`config.mk`:
```
export PLATFORM = sky130hd
export DESIGN_NAME = eee_txlpi_ctrl
export DESIGN_NICKNAME = d
export VERILOG_FILES = /design/src/rtl/eee_lpi_pkg.sv /design/src/rtl/lpi_csr.sv /design/src/rtl/lpi_link_qual.sv /design/src/rtl/lpi_tx_fsm.sv /design/src/rtl/eee_txlpi_ctrl.sv
export SDC_FILE = /design/constraint.sdc
export NUM_CORES = 1
export LEC_CHECK = 0
export BUFFER_PORTS_ARGS = -buffer_cell sky130_fd_sc_hd__buf_2
export CORE_UTILIZATION = 30
export CTS_CLUSTER_DIAMETER = 30
export CTS_CLUSTER_SIZE = 16
export DETAILED_ROUTE_END_ITERATION = 10
export PLACE_DENSITY = 0.59
export SETUP_SLACK_MARGIN = 0.3
export SYNTH_ARGS = -nofsm -noshare
export SYNTH_HDL_FRONTEND = slang
export SYNTH_SLANG_ARGS = --single-unit
```
`constraint.sdc`:
```
create_clock -name clk -period 6.65 [get_ports clk]
set_clock_uncertainty 0.2 [all_clocks]
set_input_delay 1.6625 -clock clk [delete_from_list [all_inputs] [get_ports clk]]
set_output_delay 1.6625 -clock clk [all_outputs]
set_load 0.01 [all_outputs]
```
`src/rtl/eee_lpi_pkg.sv`:
```
package eee_lpi_pkg;

    localparam int unsigned REG_W      = 32;
    localparam logic [7:0]  CSR_OFFSET = 8'h30;
    localparam int unsigned CTRL_LSB   = 16;
    localparam int unsigned STS_ENTER  = 0;
    localparam int unsigned STS_EXIT   = 1;
    localparam int unsigned STS_ACTIVE = 8;

    typedef enum logic [1:0] {
        ST_ACTIVE = 2'd0,
        ST_LPI    = 2'd1,
        ST_WAKE   = 2'd2
    } lpi_state_e;

    // packed MSB first: bit 19 .. bit 16
    typedef struct packed {
        logic auto_mode;
        logic use_phy;
        logic link_sw;
        logic lpi_en;
    } lpi_ctrl_t;

    typedef struct packed {
        logic entered;
        logic exited;
    } lpi_flags_t;

    function automatic logic [REG_W-1:0] pack_csr(lpi_ctrl_t c, lpi_flags_t f, logic active);
        logic [REG_W-1:0] v;
        v = '0;
        v[CTRL_LSB +: 4] = c;
        v[STS_ENTER]     = f.entered;
        v[STS_EXIT]      = f.exited;
        v[STS_ACTIVE]    = active;
        return v;
    endfunction

endpackage

```
`src/rtl/lpi_csr.sv`:
```
module lpi_csr
    import eee_lpi_pkg::*;
#(
    parameter int unsigned ADDR_W = 8
) (
    input  logic              clk,
    input  logic              rst,
    input  logic              reg_wr,
    input  logic              reg_rd,
    input  logic [ADDR_W-1:0] reg_addr,
    input  logic [REG_W-1:0]  reg_wdata,
    input  logic              hw_clr_en,
    input  logic              ev_enter,
    input  logic              ev_exit,
    input  logic              lpi_active,
    output lpi_ctrl_t         ctrl,
    output logic [REG_W-1:0]  reg_rdata
);

    localparam logic [ADDR_W-1:0] OFF = ADDR_W'(CSR_OFFSET);

    lpi_flags_t flags;
    logic       hit;

    assign hit = (reg_addr == OFF);

    always_ff @(posedge clk) begin
        if (rst) begin
            ctrl  <= '0;
            flags <= '0;
        end else begin
            if (reg_wr && hit)
                ctrl <= lpi_ctrl_t'(reg_wdata[CTRL_LSB +: 4]);
            if (hw_clr_en)
                ctrl.lpi_en <= 1'b0;
            if (reg_rd && hit)
                flags <= '0;
            if (ev_enter)
                flags.entered <= 1'b1;
            if (ev_exit)
                flags.exited <= 1'b1;
        end
    end

    always_comb begin
        reg_rdata = '0;
        if (hit)
            reg_rdata = pack_csr(ctrl, flags, lpi_active);
    end


    enter_flag_set_chk: assert property (@(posedge clk) disable iff (rst)
        ev_enter |=> flags.entered);


    flag_read_clear_chk: assert property (@(posedge clk) disable iff (rst)
        (reg_rd && hit && !ev_enter) |=> !flags.entered);


    hw_clear_chk: assert property (@(posedge clk) disable iff (rst)
        hw_clr_en |=> !ctrl.lpi_en);

endmodule

```
`src/rtl/lpi_link_qual.sv`:
```
module lpi_link_qual
    import eee_lpi_pkg::*;
#(
    parameter int unsigned CNT_W = 16
) (
    input  logic             clk,
    input  logic             rst,
    input  lpi_ctrl_t        ctrl,
    input  logic             phy_link_up,
    input  logic [CNT_W-1:0] ls_cycles,
    output logic             link_qual
);

    logic             link_ok;
    logic [CNT_W-1:0] up_cnt;

    assign link_ok = ctrl.link_sw & (ctrl.use_phy ? phy_link_up : 1'b1);

    always_ff @(posedge clk) begin
        if (rst)
            up_cnt <= '0;
        else if (!link_ok)
            up_cnt <= '0;
        else if (up_cnt < ls_cycles)
            up_cnt <= up_cnt + 1'b1;
    end

    assign link_qual = link_ok && (up_cnt >= ls_cycles);


    restart_chk: assert property (@(posedge clk) disable iff (rst)
        (!link_ok && ls_cycles != '0) |=> !link_qual || ls_cycles == '0);

endmodule

```
`src/rtl/lpi_tx_fsm.sv`:
```
module lpi_tx_fsm
    import eee_lpi_pkg::*;
#(
    parameter int unsigned CNT_W = 16
) (
    input  logic             clk,
    input  logic             rst,
    input  lpi_ctrl_t        ctrl,
    input  logic             link_qual,
    input  logic             frame_pending,
    input  logic             new_frame,
    input  logic             fifo_flush,
    input  logic [CNT_W-1:0] tw_cycles,
    output logic             lpi_req,
    output logic             tx_ready,
    output logic             ev_enter,
    output logic             ev_exit,
    output logic             hw_clr_en
);

    lpi_state_e       state, state_nx;
    logic [CNT_W-1:0] tw_cnt;
    logic             tw_done;
    logic             drained;

    assign drained = !ctrl.auto_mode || (!frame_pending && !new_frame);
    assign tw_done = ({1'b0, tw_cnt} + 1'b1) >= {1'b0, tw_cycles};

    always_comb begin
        state_nx  = state;
        ev_enter  = 1'b0;
        ev_exit   = 1'b0;
        hw_clr_en = 1'b0;
        unique case (state)
            ST_ACTIVE: begin
                if (ctrl.lpi_en && link_qual && drained) begin
                    state_nx = ST_LPI;
                    ev_enter = 1'b1;
                end
            end
            ST_LPI: begin
                if (!ctrl.lpi_en || fifo_flush || (ctrl.auto_mode && new_frame)) begin
                    state_nx  = ST_WAKE;
                    hw_clr_en = ctrl.auto_mode && (fifo_flush || new_frame);
                end
            end
            ST_WAKE: begin
                if (tw_done) begin
                    state_nx = ST_ACTIVE;
                    ev_exit  = 1'b1;
                end
            end
            default: state_nx = ST_ACTIVE;
        endcase
    end

    always_ff @(posedge clk) begin
        if (rst) begin
            state  <= ST_ACTIVE;
            tw_cnt <= '0;
        end else begin
            state <= state_nx;
            if (state == ST_WAKE && !tw_done)
                tw_cnt <= tw_cnt + 1'b1;
            else
                tw_cnt <= '0;
        end
    end

    assign lpi_req  = (state == ST_LPI);
    assign tx_ready = (state == ST_ACTIVE);


    entry_qualified_chk: assert property (@(posedge clk) disable iff (rst)
        $rose(lpi_req) |-> $past(link_qual) && $past(ctrl.lpi_en));


    auto_drain_chk: assert property (@(posedge clk) disable iff (rst)
        ($rose(lpi_req) && $past(ctrl.auto_mode)) |-> !$past(frame_pending));


    wake_ready_low_chk: assert property (@(posedge clk) disable iff (rst)
        $fell(lpi_req) |-> !tx_ready);


    auto_exit_chk: assert property (@(posedge clk) disable iff (rst)
        (lpi_req && ctrl.auto_mode && new_frame) |=> !lpi_req);

endmodule

```
`src/rtl/eee_txlpi_ctrl.sv`:
```
module eee_txlpi_ctrl
    import eee_lpi_pkg::*;
#(
    parameter int unsigned ADDR_W = 8,
    parameter int unsigned CNT_W  = 16
) (
    input  logic              clk,
    input  logic              rst,
    input  logic              reg_wr,
    input  logic              reg_rd,
    input  logic [ADDR_W-1:0] reg_addr,
    input  logic [31:0]       reg_wdata,
    output logic [31:0]       reg_rdata,
    input  logic              frame_pending,
    input  logic              new_frame,
    input  logic              fifo_flush,
    input  logic              phy_link_up,
    input  logic [CNT_W-1:0]  ls_cycles,
    input  logic [CNT_W-1:0]  tw_cycles,
    output logic              lpi_req,
    output logic              tx_ready
);

    lpi_ctrl_t ctrl;
    logic      link_qual;
    logic      ev_enter, ev_exit, hw_clr_en;

    lpi_csr #(.ADDR_W(ADDR_W)) csr_i (
        .clk(clk), .rst(rst),
        .reg_wr(reg_wr), .reg_rd(reg_rd), .reg_addr(reg_addr),
        .reg_wdata(reg_wdata),
        .hw_clr_en(hw_clr_en), .ev_enter(ev_enter), .ev_exit(ev_exit),
        .lpi_active(lpi_req),
        .ctrl(ctrl), .reg_rdata(reg_rdata)
    );

    lpi_link_qual #(.CNT_W(CNT_W)) lq_i (
        .clk(clk), .rst(rst), .ctrl(ctrl),
        .phy_link_up(phy_link_up), .ls_cycles(ls_cycles),
        .link_qual(link_qual)
    );

    lpi_tx_fsm #(.CNT_W(CNT_W)) fsm_i (
        .clk(clk), .rst(rst), .ctrl(ctrl), .link_qual(link_qual),
        .frame_pending(frame_pending), .new_frame(new_frame),
        .fifo_flush(fifo_flush), .tw_cycles(tw_cycles),
        .lpi_req(lpi_req), .tx_ready(tx_ready),
        .ev_enter(ev_enter), .ev_exit(ev_exit), .hw_clr_en(hw_clr_en)
    );


    active_bit_chk: assert property (@(posedge clk) disable iff (rst)
        (reg_addr == ADDR_W'(CSR_OFFSET)) |-> reg_rdata[STS_ACTIVE] == lpi_req);

endmodule

```
==> results.cfg <==
[timing]
rsz0062_at_grt = false
period_needed_ps = 5265
hold_viol_final = 0
worst_slack_ps = 1385
max_freq_mhz = 189.9
worst_pin_slew_ps = 919.3
slew_viol_final = 0
post-route-period-util_pct = 79.17
finalSetupViolCount = 0
max_slew_margin_pct = 38.21
fin_tns_setup_ps = 0

[floorplan]
dieArea_um2 = 10170
rows = 35
io_pins = 114
die_h_um = 100.8
die_w_um = 100.8
core-area_um2 = 9371
initial_utilization_pct = 31.27

[setup_path]
worst_setup_path_start_kind = primary input
critPathTopFamily = simple AND/OR/NAND/NOR gates
max_stage_delay_ps = 710
cp_slowest_cell = nor4_2
crit_arrival_ps = 3400
crit_required_ps = 4790
cp_num_buf_inv = 2
cp_cell_sequence = buf_2 -> or4_1 -> nor4_2 -> and2_1 -> buf_2
path_common_cell = buf_2
critPathMaxFanout = 12
path_class = in2out
end_kind = output port

[layout]
area_delta_synth_final_pct = 14.26
final_cell_mix = buf_2 (60), inv_1 (40), dfxtp_1 (40)
final_common_cell = buf_2
diodes = 0
final_nets = 533
drive_above_1_share_pct = 21.67

[logic_synthesis]
synth-main-ff-cell = dfxtp_1
synthArstFlopShare_pct = 0
synth.distinct_cells = 49
yosys.area.top_type_share_pct = 27.33
syn_avg_cell_area_um2 = 8.162
yosys_register_bits = 40
postSynthCellCount = 359
synth-edff-count = 0
synth.top_cells.by_area = dfxtp_1 (27%), ha_1 (15%), buf_4 (6.4%)
synth_seq_area_share_pct = 27.33
yosys_warnings = 0
synth_area_um2 = 2930
synth_top_area_cell = dfxtp_1

[placement]
dp_hpwl_um = 4978
port_buffers = 60
gp_congestion = 0.7688
dp_slack_ps = 1363

[pwr]
seq_power_share_pct = 54.1
leakage_nw = 1.573
powerDensity_nw_per_um2 = 132.2
combPwrFrac_pct = 8.9
irDropWorstVdd_mv = 0.06119
p_int_w = 0.0003419
clkPwrFrac_pct = 37.0
p_switching_w = 0.0001007
p_sw_share_pct = 22.75

[global_route]
antenna_found_initial = 0
grt_overflow = 0
use_met3_pct = 2.913
grt-busiest-layer = met2
use_met1_pct = 14.34
grt_pass1_wl_um = 10370
grt_start_max_net_pins = 24
grt.total_usage_pct = 12.74
met2_usage_pct = 24.34
grt_pass1_vias = 2398

[clocking]
postCtsHoldBufs = 0
clock-sinks = 40
clk_pin_slew_ps = 80
cts_resized = 0
numCtsBuffers = 5
insertion_delay_ps = 280
cts.path.max_buffers = 2
cts_tree = built
cts_setup_buffers = 0
cts_max_level = 2
cts_root_buffer = clkbuf_8

[routing]
wl_per_cell_um = 11.06
via_per_inst = 4.561
drt-total-wl_um = 6071
vias = 2504
route.detailed.drc = 0
first_pass_iters = 4
drt_iter0_markers = 55
ant_nets = 0

[worst_hold_path]
min_path_type = reg2reg

[outcome]
status = completed

[flow_run]
maxCapViolCount = 0
[power groups by stage]
stage	clock, W	combinational (W)	sequential (W)
floorplan	0	0.0000329	0.000245
global placement	0	0.0000391	0.000245
detailed placement	0	0.0000400	0.000245
CTS	0.000171	0.0000402	0.000239
global route	0.000185	0.0000463	0.000239
finish	0.000164	0.0000396	0.000239
[worst min-delay path, delay by kind of cell, from the launching register on]
family	cells	cell delay [ps]
flops	1	310
simple gates	2	100
[cells in the mapped netlist (all sizes together) (5+ instances only)]
cell    count
a21oi      25
and2       10
and2b       7
and3        5
buf        28
dfxtp      40
ha         34
inv        40
nand2      24
nand2b      6
nand3      19
nand4      13
nor2       18
nor2b       7
nor3        5
o21a        5
o21ai      15
o31ai       6
or3         6
or4         6
xnor2      10
xor2        6
[per-layer routing]
layer,vias to the layer above,routed length [um]
li1,1315,-
met5,-,0
met4,0,36
met2,48,3083
met3,4,247
met1,1137,2703
[registers in the layout, summed over array words and instances (netlist names)]
signal and cells:
csr_i.ctrl 4, csr_i.flags 2, fsm_i.state 2, fsm_i.tw_cnt 16, lq_i.up_cnt 16
[cells by family (layout without fill, tap and decap cells)]
family,Yosys count,after routing,share of synthesized area (%)
other,1,25,0.1280
xor gates and xnor gates,16,16,4.782
AOI/OAI and AO/OA,61,61,12.98
adders and majority gates,34,34,14.52
and+or+nand+nor,134,134,26.60
buffers and inverters,71,108,12.98
muxes,2,2,0.6832
DFF,40,40,27.33
[path summary, 6_finish.rpt]
path         slack, ps       startpoint               end  cells after the start
max               1390      reg_addr[1]     reg_rdata[18]                      5
min                250   csr_i.flags[1]    csr_i.flags[1]                      2
max reg2reg       2670  fsm_i.tw_cnt[0]  fsm_i.tw_cnt[14]                     12
min reg2reg        250   csr_i.flags[1]    csr_i.flags[1]                      2
[final cells by class]
cell class / count / area, um2
tap: 129 / 161.4
clock buffer: 8 / 90.09
inverter: 40 / 150.1
multi-input combinational: 272 / 1846
fill: 1027 / 6023
timing repair buffer: 60 / 300.3
sequential: 40 / 800.8
[metrics by stage]
| step | area (um2) | instances | hold slack, ps | utilization [%] | total power (W) |
|---|---|---|---|---|---|
| after floorplan | 3020 | 383 | 215.3 | - | 0.0002779 |
| after global placement | 3258 | 541 | 231.1 | 34.77 | 0.0002840 |
| after detailed placement | 3258 | 541 | 237.6 | 34.77 | 0.0002850 |
| after CTS | 3348 | 549 | 248.3 | 35.73 | 0.0004501 |
| after global routing | 3348 | 549 | 274.1 | 35.73 | 0.0004708 |
| final | 3348 | 549 | 247.0 | 35.73 | 0.0004426 |
Power figures use the tool's default switching activity.
